<file path="config.mk">
export PLATFORM = sky130hd
export DESIGN_NAME = tuner_cfg_i2c_slave
export DESIGN_NICKNAME = d
export VERILOG_FILES = /design/src/rtl/tcfg_pkg.sv /design/src/rtl/tcfg_bus_sync.sv /design/src/rtl/tcfg_link_fsm.sv /design/src/rtl/tcfg_regbank.sv /design/src/rtl/tuner_cfg_i2c_slave.sv
export SDC_FILE = /design/constraint.sdc
export NUM_CORES = 1
export LEC_CHECK = 0
export CAP_MARGIN = 5
export CORE_MARGIN = 8
export CORE_UTILIZATION = 36
export CTS_BUF_LIST = sky130_fd_sc_hd__clkbuf_8
export DETAILED_ROUTE_END_ITERATION = 6
export GPL_TIMING_DRIVEN = 0
export MAX_ROUTING_LAYER = met4
export SYNTH_ARGS = -nofsm -noshare
export SYNTH_HDL_FRONTEND = slang
export SYNTH_HIERARCHICAL = 1
export SYNTH_SLANG_ARGS = --single-unit
</file>
<file path="constraint.sdc">
create_clock -name clk -period 5.8 [get_ports clk]
set_input_delay 1.16 -clock clk [delete_from_list [all_inputs] [get_ports clk]]
set_output_delay 1.16 -clock clk [all_outputs]
set_load 0.05 [all_outputs]
</file>
<file path="src/rtl/tcfg_pkg.sv">
package tcfg_pkg;

   localparam int BYTE_W = 8;

   typedef logic [BYTE_W-1:0] byte_t;

   typedef enum logic [2:0] {
      PH_IDLE,
      PH_RX,
      PH_ACK,
      PH_TX,
      PH_MACK,
      PH_WAIT
   } phase_e;

   typedef enum logic [1:0] {
      RX_DEVADDR,
      RX_POINTER,
      RX_DATA
   } rxkind_e;

   // power-up contents of the writable configuration bytes
   function automatic byte_t reg_default(input int idx);
      case (idx)
         0:       return 8'h80;
         1:       return 8'h23;
         2:       return 8'h02;
         3:       return 8'hF6;
         4:       return 8'h84;
         5:       return 8'h01;
         6:       return 8'hC0;
         7:       return 8'hCC;
         8:       return 8'h4B;
         11:      return 8'h08;
         default: return 8'h00;
      endcase
   endfunction

endpackage

</file>
<file path="src/rtl/tcfg_bus_sync.sv">
module tcfg_bus_sync #(
   parameter int STAGES = 2
) (
   input  logic clk,
   input  logic rst_n,
   input  logic scl_i,
   input  logic sda_i,
   output logic scl_lvl,
   output logic sda_lvl,
   output logic scl_rise,
   output logic scl_fall,
   output logic start_evt,
   output logic stop_evt
);

   logic [STAGES-1:0] scl_pipe;
   logic [STAGES-1:0] sda_pipe;
   logic              scl_d;
   logic              sda_d;

   always_ff @(posedge clk or negedge rst_n) begin
      if (!rst_n) begin
         scl_pipe <= '1;
         sda_pipe <= '1;
         scl_d    <= 1'b1;
         sda_d    <= 1'b1;
      end else begin
         scl_pipe <= {scl_pipe[STAGES-2:0], scl_i};
         sda_pipe <= {sda_pipe[STAGES-2:0], sda_i};
         scl_d    <= scl_pipe[STAGES-1];
         sda_d    <= sda_pipe[STAGES-1];
      end
   end

   assign scl_lvl   = scl_pipe[STAGES-1];
   assign sda_lvl   = sda_pipe[STAGES-1];
   assign scl_rise  = scl_lvl & ~scl_d;
   assign scl_fall  = ~scl_lvl & scl_d;
   // data edges while the clock line stays high are framing conditions
   assign start_evt = scl_lvl & scl_d & sda_d & ~sda_lvl;
   assign stop_evt  = scl_lvl & scl_d & ~sda_d & sda_lvl;

endmodule

</file>
<file path="src/rtl/tcfg_link_fsm.sv">
module tcfg_link_fsm
   import tcfg_pkg::*;
#(
   parameter logic [5:0] DEV_ADDR_HI = 6'b110000
) (
   input  logic  clk,
   input  logic  rst_n,
   input  logic  scl_rise,
   input  logic  scl_fall,
   input  logic  start_evt,
   input  logic  stop_evt,
   input  logic  sda_lvl,
   input  logic  addr_lsb,
   input  byte_t rd_data,
   output logic  sda_oe,
   output logic  ptr_load,
   output logic  wr_en,
   output byte_t rx_byte,
   output logic  rd_adv
);

   localparam int CNT_W = $clog2(BYTE_W + 1);
   localparam logic [CNT_W-1:0] CNT_FULL = CNT_W'(BYTE_W);
   localparam logic [CNT_W-1:0] CNT_LAST = CNT_W'(BYTE_W - 1);

   phase_e           ph_q;
   rxkind_e          kind_q;
   logic [CNT_W-1:0] cnt_q;
   byte_t            sh_q;
   byte_t            tx_q;
   logic             rw_q;
   logic             mack_q;
   logic             oe_q;
   logic             rx_done;
   logic             addr_hit;

   always_comb begin
      rx_done  = (ph_q == PH_RX) && scl_fall && (cnt_q == CNT_FULL);
      addr_hit = (sh_q[BYTE_W-1:1] == {DEV_ADDR_HI, addr_lsb});
      ptr_load = rx_done && (kind_q == RX_POINTER);
      wr_en    = rx_done && (kind_q == RX_DATA);
      rd_adv   = scl_fall &&
                 (((ph_q == PH_ACK) && (kind_q == RX_DEVADDR) && rw_q) ||
                  ((ph_q == PH_MACK) && !mack_q));
   end

   assign rx_byte = sh_q;
   assign sda_oe  = oe_q;

   always_ff @(posedge clk or negedge rst_n) begin
      if (!rst_n) begin
         ph_q   <= PH_IDLE;
         kind_q <= RX_DEVADDR;
         cnt_q  <= '0;
         sh_q   <= '0;
         tx_q   <= '0;
         rw_q   <= 1'b0;
         mack_q <= 1'b1;
         oe_q   <= 1'b0;
      end else if (start_evt) begin
         ph_q   <= PH_RX;
         kind_q <= RX_DEVADDR;
         cnt_q  <= '0;
         oe_q   <= 1'b0;
      end else if (stop_evt) begin
         ph_q <= PH_IDLE;
         oe_q <= 1'b0;
      end else begin
         case (ph_q)
            PH_RX: begin
               if (scl_rise && (cnt_q != CNT_FULL)) begin
                  sh_q  <= {sh_q[BYTE_W-2:0], sda_lvl};
                  cnt_q <= cnt_q + 1'b1;
               end else if (rx_done) begin
                  if ((kind_q == RX_DEVADDR) && !addr_hit) begin
                     ph_q <= PH_WAIT;
                  end else begin
                     ph_q <= PH_ACK;
                     oe_q <= 1'b1;
                  end
                  if (kind_q == RX_DEVADDR) rw_q <= sh_q[0];
               end
            end
            PH_ACK: begin
               if (scl_fall) begin
                  cnt_q <= '0;
                  if ((kind_q == RX_DEVADDR) && rw_q) begin
                     ph_q <= PH_TX;
                     tx_q <= rd_data;
                     oe_q <= ~rd_data[BYTE_W-1];
                  end else begin
                     ph_q   <= PH_RX;
                     oe_q   <= 1'b0;
                     kind_q <= (kind_q == RX_DEVADDR) ? RX_POINTER : RX_DATA;
                  end
               end
            end
            PH_TX: begin
               if (scl_fall) begin
                  if (cnt_q == CNT_LAST) begin
                     ph_q <= PH_MACK;
                     oe_q <= 1'b0;
                  end else begin
                     tx_q  <= {tx_q[BYTE_W-2:0], 1'b0};
                     oe_q  <= ~tx_q[BYTE_W-2];
                     cnt_q <= cnt_q + 1'b1;
                  end
               end
            end
            PH_MACK: begin
               if (scl_rise) mack_q <= sda_lvl;
               if (scl_fall) begin
                  if (!mack_q) begin
                     ph_q  <= PH_TX;
                     tx_q  <= rd_data;
                     oe_q  <= ~rd_data[BYTE_W-1];
                     cnt_q <= '0;
                  end else begin
                     ph_q <= PH_WAIT;
                  end
               end
            end
            default: ;
         endcase
      end
   end

endmodule

</file>
<file path="src/rtl/tcfg_regbank.sv">
module tcfg_regbank
   import tcfg_pkg::*;
#(
   parameter int NUM_WR    = 12,
   parameter int NUM_REGS  = 14,
   parameter int PTR_W     = 4,
   parameter int STRB_IDX  = 4
) (
   input  logic                     clk,
   input  logic                     rst_n,
   input  logic                     ptr_load,
   input  logic                     wr_en,
   input  logic                     rd_adv,
   input  logic                     stop_evt,
   input  byte_t                    rx_byte,
   input  logic [BYTE_W-2:0]        stat_live,
   input  byte_t                    stat_band,
   output byte_t                    rd_data,
   output logic [NUM_WR*BYTE_W-1:0] cfg_flat,
   output logic [PTR_W-1:0]         ptr,
   output logic                     por_flag,
   output logic                     strobe
);

   localparam int                 POR_IDX  = NUM_WR;
   localparam int                 BAND_IDX = NUM_WR + 1;
   localparam logic [PTR_W-1:0]   PTR_TOP  = PTR_W'(NUM_REGS - 1);

   byte_t            regs_q [NUM_WR];
   logic [PTR_W-1:0] ptr_q;
   logic             por_q;
   logic             seen_q;
   logic             strb_q;

   function automatic logic [PTR_W-1:0] ptr_next(input logic [PTR_W-1:0] p);
      return (p == PTR_TOP) ? '0 : p + 1'b1;
   endfunction

   generate
      for (genvar r = 0; r < NUM_WR; r++) begin : g_cfg
         localparam byte_t RST_VAL = reg_default(r);
         always_ff @(posedge clk or negedge rst_n) begin
            if (!rst_n)                                regs_q[r] <= RST_VAL;
            else if (wr_en && (ptr_q == PTR_W'(r)))    regs_q[r] <= rx_byte;
         end
         assign cfg_flat[r*BYTE_W +: BYTE_W] = regs_q[r];
      end
   endgenerate

   always_comb begin
      rd_data = '0;
      for (int k = 0; k < NUM_WR; k++) begin
         if (ptr_q == PTR_W'(k)) rd_data = regs_q[k];
      end
      if (ptr_q == PTR_W'(POR_IDX))  rd_data = {por_q, stat_live};
      if (ptr_q == PTR_W'(BAND_IDX)) rd_data = stat_band;
   end

   always_ff @(posedge clk or negedge rst_n) begin
      if (!rst_n) begin
         ptr_q  <= '0;
         por_q  <= 1'b1;
         seen_q <= 1'b0;
         strb_q <= 1'b0;
      end else begin
         if (ptr_load)              ptr_q <= (rx_byte < BYTE_W'(NUM_REGS)) ? rx_byte[PTR_W-1:0] : '0;
         else if (wr_en || rd_adv)  ptr_q <= ptr_next(ptr_q);

         if (rd_adv && (ptr_q == PTR_W'(POR_IDX))) begin
            seen_q <= 1'b1;
         end else if (stop_evt) begin
            seen_q <= 1'b0;
            if (seen_q) por_q <= 1'b0;
         end

         strb_q <= wr_en && (ptr_q == PTR_W'(STRB_IDX));
      end
   end

   assign ptr      = ptr_q;
   assign por_flag = por_q;
   assign strobe   = strb_q;

endmodule

</file>
<file path="src/rtl/tuner_cfg_i2c_slave.sv">
module tuner_cfg_i2c_slave
   import tcfg_pkg::*;
#(
   parameter int         NUM_WR      = 12,
   parameter int         NUM_RO      = 2,
   parameter int         SYNC_STAGES = 2,
   parameter int         STROBE_REG  = 4,
   parameter logic [5:0] DEV_ADDR_HI = 6'b110000
) (
   input  logic                     clk,
   input  logic                     rst_n,
   input  logic                     scl_i,
   input  logic                     sda_i,
   input  logic                     addr_strap_i,
   input  logic [BYTE_W-2:0]        stat_live_i,
   input  logic [BYTE_W-1:0]        stat_band_i,
   output logic                     sda_oe_o,
   output logic [NUM_WR*BYTE_W-1:0] cfg_regs_o,
   output logic                     por_flag_o,
   output logic                     vco_sel_start_o
);

   localparam int NUM_REGS = NUM_WR + NUM_RO;
   localparam int PTR_W    = $clog2(NUM_REGS);
   localparam int CFG_W    = NUM_WR * BYTE_W;

   generate
      if (SYNC_STAGES < 2) begin : g_bad_sync
         $error("SYNC_STAGES must be at least 2");
      end
      if (NUM_RO != 2) begin : g_bad_ro
         $error("exactly two status bytes are supported");
      end
      if (STROBE_REG >= NUM_WR) begin : g_bad_strobe
         $error("STROBE_REG must name a writable register");
      end
      if (NUM_REGS > 256) begin : g_bad_count
         $error("register count exceeds a one-byte pointer");
      end
   endgenerate

   logic             scl_lvl;
   logic             sda_lvl;
   logic             scl_rise;
   logic             scl_fall;
   logic             start_evt;
   logic             stop_evt;
   logic             ptr_load;
   logic             wr_en;
   logic             rd_adv;
   byte_t            rx_byte;
   byte_t            rd_data;
   logic [PTR_W-1:0] cur_ptr;

   tcfg_bus_sync #(
      .STAGES (SYNC_STAGES)
   ) i_sync (
      .clk       (clk),
      .rst_n     (rst_n),
      .scl_i     (scl_i),
      .sda_i     (sda_i),
      .scl_lvl   (scl_lvl),
      .sda_lvl   (sda_lvl),
      .scl_rise  (scl_rise),
      .scl_fall  (scl_fall),
      .start_evt (start_evt),
      .stop_evt  (stop_evt)
   );

   tcfg_link_fsm #(
      .DEV_ADDR_HI (DEV_ADDR_HI)
   ) i_link (
      .clk       (clk),
      .rst_n     (rst_n),
      .scl_rise  (scl_rise),
      .scl_fall  (scl_fall),
      .start_evt (start_evt),
      .stop_evt  (stop_evt),
      .sda_lvl   (sda_lvl),
      .addr_lsb  (addr_strap_i),
      .rd_data   (rd_data),
      .sda_oe    (sda_oe_o),
      .ptr_load  (ptr_load),
      .wr_en     (wr_en),
      .rx_byte   (rx_byte),
      .rd_adv    (rd_adv)
   );

   tcfg_regbank #(
      .NUM_WR   (NUM_WR),
      .NUM_REGS (NUM_REGS),
      .PTR_W    (PTR_W),
      .STRB_IDX (STROBE_REG)
   ) i_bank (
      .clk       (clk),
      .rst_n     (rst_n),
      .ptr_load  (ptr_load),
      .wr_en     (wr_en),
      .rd_adv    (rd_adv),
      .stop_evt  (stop_evt),
      .rx_byte   (rx_byte),
      .stat_live (stat_live_i),
      .stat_band (stat_band_i),
      .rd_data   (rd_data),
      .cfg_flat  (cfg_regs_o),
      .ptr       (cur_ptr),
      .por_flag  (por_flag_o),
      .strobe    (vco_sel_start_o)
   );

endmodule

</file>
# --- After elaboration in Yosys (flattened, before gate mapping) ---
# Cells that the tools add are included.
totals:
  reg_bits: 136
  inputBits: 20
  out_inout_bits: 99
  elab_cells: 205
classes:
  addsub: 2
  n_lt_le_gt_ge: 1
  n_eq_ne: 45
  muxes: 66
  bitwise_logic: 17
  reduce_logical: 46
ops:
  columns: ["operator", "n"]
  rows:
  - ["2-to-1 mux 8 bit", 14]
  - ["2-to-1 mux 4 bit", 12]
  - ["2-to-1 mux 7 bit", 6]
  - ["2-to-1 mux 3 bit", 10]
  - ["equality test 4 bit (second input constant)", 7]
  - ["logical AND 1 bit", 24]
  - ["one-hot mux 7 bit (3 select lines)", 1]
  - ["equality test 4 x 3 -> 1 bit (second input constant)", 5]
  - ["!= test 4 x 1 -> 1 bit (second input constant)", 5]
  - ["one-hot mux 4 bit (4 select lines)", 1]
  - ["AND reduction 8 bit", 2]
  - ["2-to-1 mux 2 bit", 7]
  - ["2-to-1 mux 1 bit", 13]
  - ["!= test 4 x 2 -> 1 bit (second input constant)", 3]
  - ["one-hot mux 3 bit (4 select lines)", 1]
  - ["AND reduction 4 bit", 3]
  - ["inverter 1 bit", 10]
  - ["!= test 3 x 1 -> 1 bit (second input constant)", 3]
  - ["!= test 3 x 2 -> 1 bit (second input constant)", 3]
  - ["AND reduction 9 bit", 1]
  - ["adder 4 x 1 -> 4 bit (second input constant)", 2]
  - ["equality test 4 x 2 -> 1 bit (second input constant)", 2]
  - ["less-than comparator 8 x 4 -> 1 bit (second input constant)", 1]
  - ["!= test 2 x 1 -> 1 bit (second input constant)", 4]
  - ["22 further kinds", 37]

# --- Longest topological paths before layout ---
logic_depth:
  ltp_word: 21
  ltp_mapped: 12
  mapped_depth_nobuf: 9

# --- Hierarchy ---
# Netlist, hierarchy kept.
by_module_without_submodules:
  columns: ["module", "instances", "cells_each", "area_each_um2", "seq_area_each_um2"]
  rows:
  - ["tcfg_regbank", 1, 485, 5580.4, 2610.0]
  - ["tcfg_link_fsm", 1, 154, 1539.0, 676.9]
  - ["tcfg_bus_sync", 1, 10, 190.2, 157.7]

# --- Worst setup path before layout ---
# No wires, ideal clock.
synth_path:
  path_kind: "reg2reg"
  startpoint: "register i_sync.scl_d"
  endpoint: "register i_bank.regs_q (netlist bit i_bank/cfg_flat[16])"
  setup_ns: 0.125
  arrival_time_ns: 2.566
  required_ns: 5.675
  path_slack_ns: 3.109
  path_stages_with_launch: 9
  path_buffers: 1
  period_less_slack_ns: 2.691
  path_cell_list: "dfstp_2 nor2b_1 inv_1 or4_1 nor3b_1 buf_2 nand2_2 nor3_4 mux2_2"
synth_between:
  elab_chain_len: 5
synth_lines:
  columns: ["element", "line_no", "rtl"]
  rows:
  - ["start: declaration", "tcfg_bus_sync.sv:18", "logic scl_d;"]
  - ["start signal: assignment", "tcfg_bus_sync.sv:30", "scl_d <= scl_pipe[STAGES-1];"]
  - ["AND 1 bit", "tcfg_bus_sync.sv:38", "assign scl_fall = ~scl_lvl & scl_d;"]
  - ["named net scl_fall", "tuner_cfg_i2c_slave.sv:45", "logic scl_fall;"]
  - ["logical AND 1 bit (2 in a row)", "tcfg_link_fsm.sv:38", "rx_done = (ph_q == PH_RX) && scl_fall && (cnt_q == CNT_FULL);"]
  - ["logical AND 1 bit", "tcfg_link_fsm.sv:41", "wr_en = rx_done && (kind_q == RX_DATA);"]
  - ["named net wr_en", "tuner_cfg_i2c_slave.sv:49", "logic wr_en;"]
  - ["logical AND 1 bit", "tcfg_regbank.sv:44", "else if (wr_en && (ptr_q == PTR_W'(r))) regs_q[r] <= rx_byte;"]
  - ["end signal: indexed assignment", "tcfg_regbank.sv:44", null]
  - ["end: declaration", "tcfg_regbank.sv:29", "byte_t regs_q [NUM_WR];"]
# The timed path passes the listed nets, and every way through them passes these cells.
# A chain may end at the register's enable or synchronous reset.

# --- Worst setup path in the final report ---
layout_path:
  startpoint: "register i_sync.scl_d"
  endpoint: "register i_bank.regs_q (netlist bit i_bank/cfg_flat[45])"
# The elaborated chain is that of the path after synthesis.

==> flow_metrics.tcl <==
set metrics [dict create \
    status "completed" \
    min_period_ns 3.402 \
    worstPathArrival_ns 3.74 \
    gp_congestion 0.9736 \
    yosysUniqueCellTypes 74 \
    finalMaxSlewViolations 0 \
    endpoint_kind "flip-flop" \
    power_mw 3.183 \
    synth.area.top_cells "dfrtp_1, mux2_2, dfstp_2, mux2i_1, o21ai_0" \
    synth_nets 671 \
    post-cts-setup-buffers 0 \
    whs_ns 0.3542 \
    slew_headroom_pct 48.58 \
    setup_tns_ns 0 \
    stdcell_count 1070 \
    async_flop_share_pct 100.0 \
    drive_above_1_share_pct 29.00 \
    vias_per_cell 5.674 \
    synth_top_area_share_pct 35.26 \
    yosysSeqAreaShare_pct 47.12 \
    cts_buffers 17 \
    areaGrowthSynthToFinish_pct 26.77 \
    ys_ff_latch 136 \
    period_share_pct 58.65 \
    core_um2 20100 \
    initial_utilization_pct 36.36 \
    placed_cells 1038 \
    crit_path_start_kind "flip-flop" \
    p_per_area_nw_per_um2 343.5 \
    grt_max_degree 72 \
    vias 6071 \
    cts_tree "built" \
    ir_drop_v 0.0001975 \
    drt_iter0_markers 622 \
    synth_edf_count 0 \
    cts-hold-fix-buffers 0 \
    maxCapViolations 0 \
    grt_usage_pct 21.85 \
    dr.pass1.iters 5 \
    hp-class "flip-flop to flip-flop" \
    fp.dieW_um 158.5 \
    wirelength_um 25900 \
    io_pins 119 \
    rows 52 \
    drcViolationCount 0 \
    finalNetCount 809 \
    avgSynthCellArea_um2 11.26 \
    fmax_mhz 294.0 \
    multi_input_area_um2 3533 \
    grt_pass1_vias 6258 \
    skew_ns 0.01312 \
    cts-resized-gates 0 \
    synth_cells 649 \
    hpwl_um 18730 \
    final_area_um2 9266 \
    antenna_found_initial 0 \
    fill_cells 1840 \
    cts_root_buf "clkbuf_8" \
    clk_latency_ns 0.45 \
    synth_top_area_cell "dfrtp_1" \
    ys_warn_count 6 \
    die_h_um 158.5 \
    final_antenna_net_count 0 \
    yosysMostFrequentCell "mux2_2" \
    cts.sinks 136 \
    die_area_um2 25120 \
    n_antenna_cell 0 \
    finish.utilization_pct 46.09 \
    setup_viol 0 \
    critPathKind "flip-flop to flip-flop" \
    syn_area_um2 7310 \
    wl_per_cell_um 24.21 \
    grt_pass1_wl_um 39470 \
    grt_overflow 0 \
    p_leak_nw 3.918 \
    rsz0062_at_grt "no" \
    post-place-ws_ns 2.509 \
    io_buffers 118 \
    tightestPinTransition_ns 0.7616 \
    post_synth_most_frequent_cells "mux2_2, dfrtp_1, nor2_1" \
    clock_path_buffers 2 \
    cts_htree_levels 4 \
    placed_area_um2 8857 \
    synth_top_flop_cell "dfrtp_1" \
    regArea_um2 3445 \
    final.setup.worst_slack_ns 2.398 \
    clk_pin_slew_ns 0.08 \
    cp.required_ns 6.14 \
    worstPathMaxFanout 8 \
    hold_viol_final 0 \
]
## flip-flops by register name (all words and copies together) (netlist names)
signal           flops
i_bank/por_flag      1
i_sync/scl_pipe      2
i_bank/cfg_flat     96
i_link/mack_q        1
i_sync/scl_d         1
i_bank/strobe        1
i_bank/ptr           4
i_link/rx_byte       8
i_link/cnt_q         4
i_bank/seen_q        1
i_link/tx_q          7
i_sync/sda_pipe      2
i_link/sda_oe        1
i_link/kind_q        2
i_sync/sda_d         1
i_link/ph_q          3
i_link/rw_q          1
## cells by family (layout without fill, tap and decap cells)
kind of cell | after synthesis | in the layout | share of synthesized area (%)
and+or+nand+nor | 170 | 170 | 13.56
AOI/OAI and AO/OA | 149 | 149 | 13.49
muxes | 136 | 136 | 20.71
DFF | 136 | 136 | 47.12
buffers and inverters | 54 | 205 | 4.536
adders and majority gates | 2 | 2 | 0.3423
xor gates and xnor gates | 2 | 2 | 0.2397
## routing by layer
metal | up-vias | GRT usage (%) | routed length [µm]
met4 | 0 | 8.262 | 753
met2 | 284 | 35.44 | 12660
met3 | 48 | 3.230 | 1376
met1 | 3073 | 27.28 | 11120
met5 | - | - | 0
li1 | 2666 | - | -
## worst paths after layout
| kind | cells past startpoint | slack (ns) | to | start |
|---|---|---|---|---|
| hold reg to reg | 0 | 0.35 | i_sync/sda_pipe[1]$_DFF_PN1_ | i_sync/sda_pipe[0]$_DFF_PN1_ |
| max in group asynchronous | 2 | 4.28 | i_sync/sda_pipe[0]$_DFF_PN1_ | rst_n |
| setup / recovery | 8 | 2.40 | i_bank/cfg_flat[45]$_DFFE_PN0P_ | i_sync/scl_d$_DFF_PN1_ |
| setup reg to reg | 8 | 2.40 | i_bank/cfg_flat[45]$_DFFE_PN0P_ | i_sync/scl_d$_DFF_PN1_ |
| hold / removal | 0 | 0.35 | i_sync/sda_pipe[1]$_DFF_PN1_ | i_sync/sda_pipe[0]$_DFF_PN1_ |
| min in group asynchronous | 1 | 0.68 | i_bank/cfg_flat[0]$_DFFE_PN0P_ | rst_n |
## critical path: stages, from the launching register on
cell and delay, ns:
dfstp_2 0.55, nor2b_1 0.34, inv_1 0.15, or4_1 0.61, nor3b_1 0.21, buf_2 0.28, nand2_2 0.13, nor2_2 0.59
mux2_2 0.41
## area by class of cell
type,instances,share of cell area (%)
buffer,43,3.133
clock buffer,17,2.525
clock inverter,15,1.890
inverter,11,0.4456
multi-input combinational,459,38.13
sequential,136,37.17
tap,270,3.646
timing repair buffer,119,13.06
## cell usage in the layout (no fill, tap or decap), types with 4 or more instances in the layout
master / n
a211oi_1: 8
a21oi_1: 25
a22oi_1: 5
a2bb2oi_1: 8
a31oi_1: 6
buf_2: 10
buf_4: 13
buf_6: 10
clkbuf_1: 11
clkbuf_8: 17
clkdlybuf4s50_1: 117
dfrtp_1: 103
dfstp_2: 33
inv_1: 12
inv_6: 4
mux2_2: 110
mux2i_1: 23
nand2_1: 37
nand2b_1: 9
nand3_1: 4
nand3b_1: 7
nand4_1: 4
nor2_1: 40
nor2_2: 4
nor2b_1: 17
nor3_1: 9
nor3b_1: 5
o211ai_1: 5
o21a_1: 6
o21ai_0: 33
o21ai_1: 9
o22ai_1: 10
o31ai_1: 5
## where the power goes
part | internal, mW | total, mW | switching, mW
Combinational | 0.444 | 1.20 | 0.757
Sequential | 1.04 | 1.16 | 0.118
Clock | 0.427 | 0.825 | 0.399
Power figures use the tool's default switching activity.
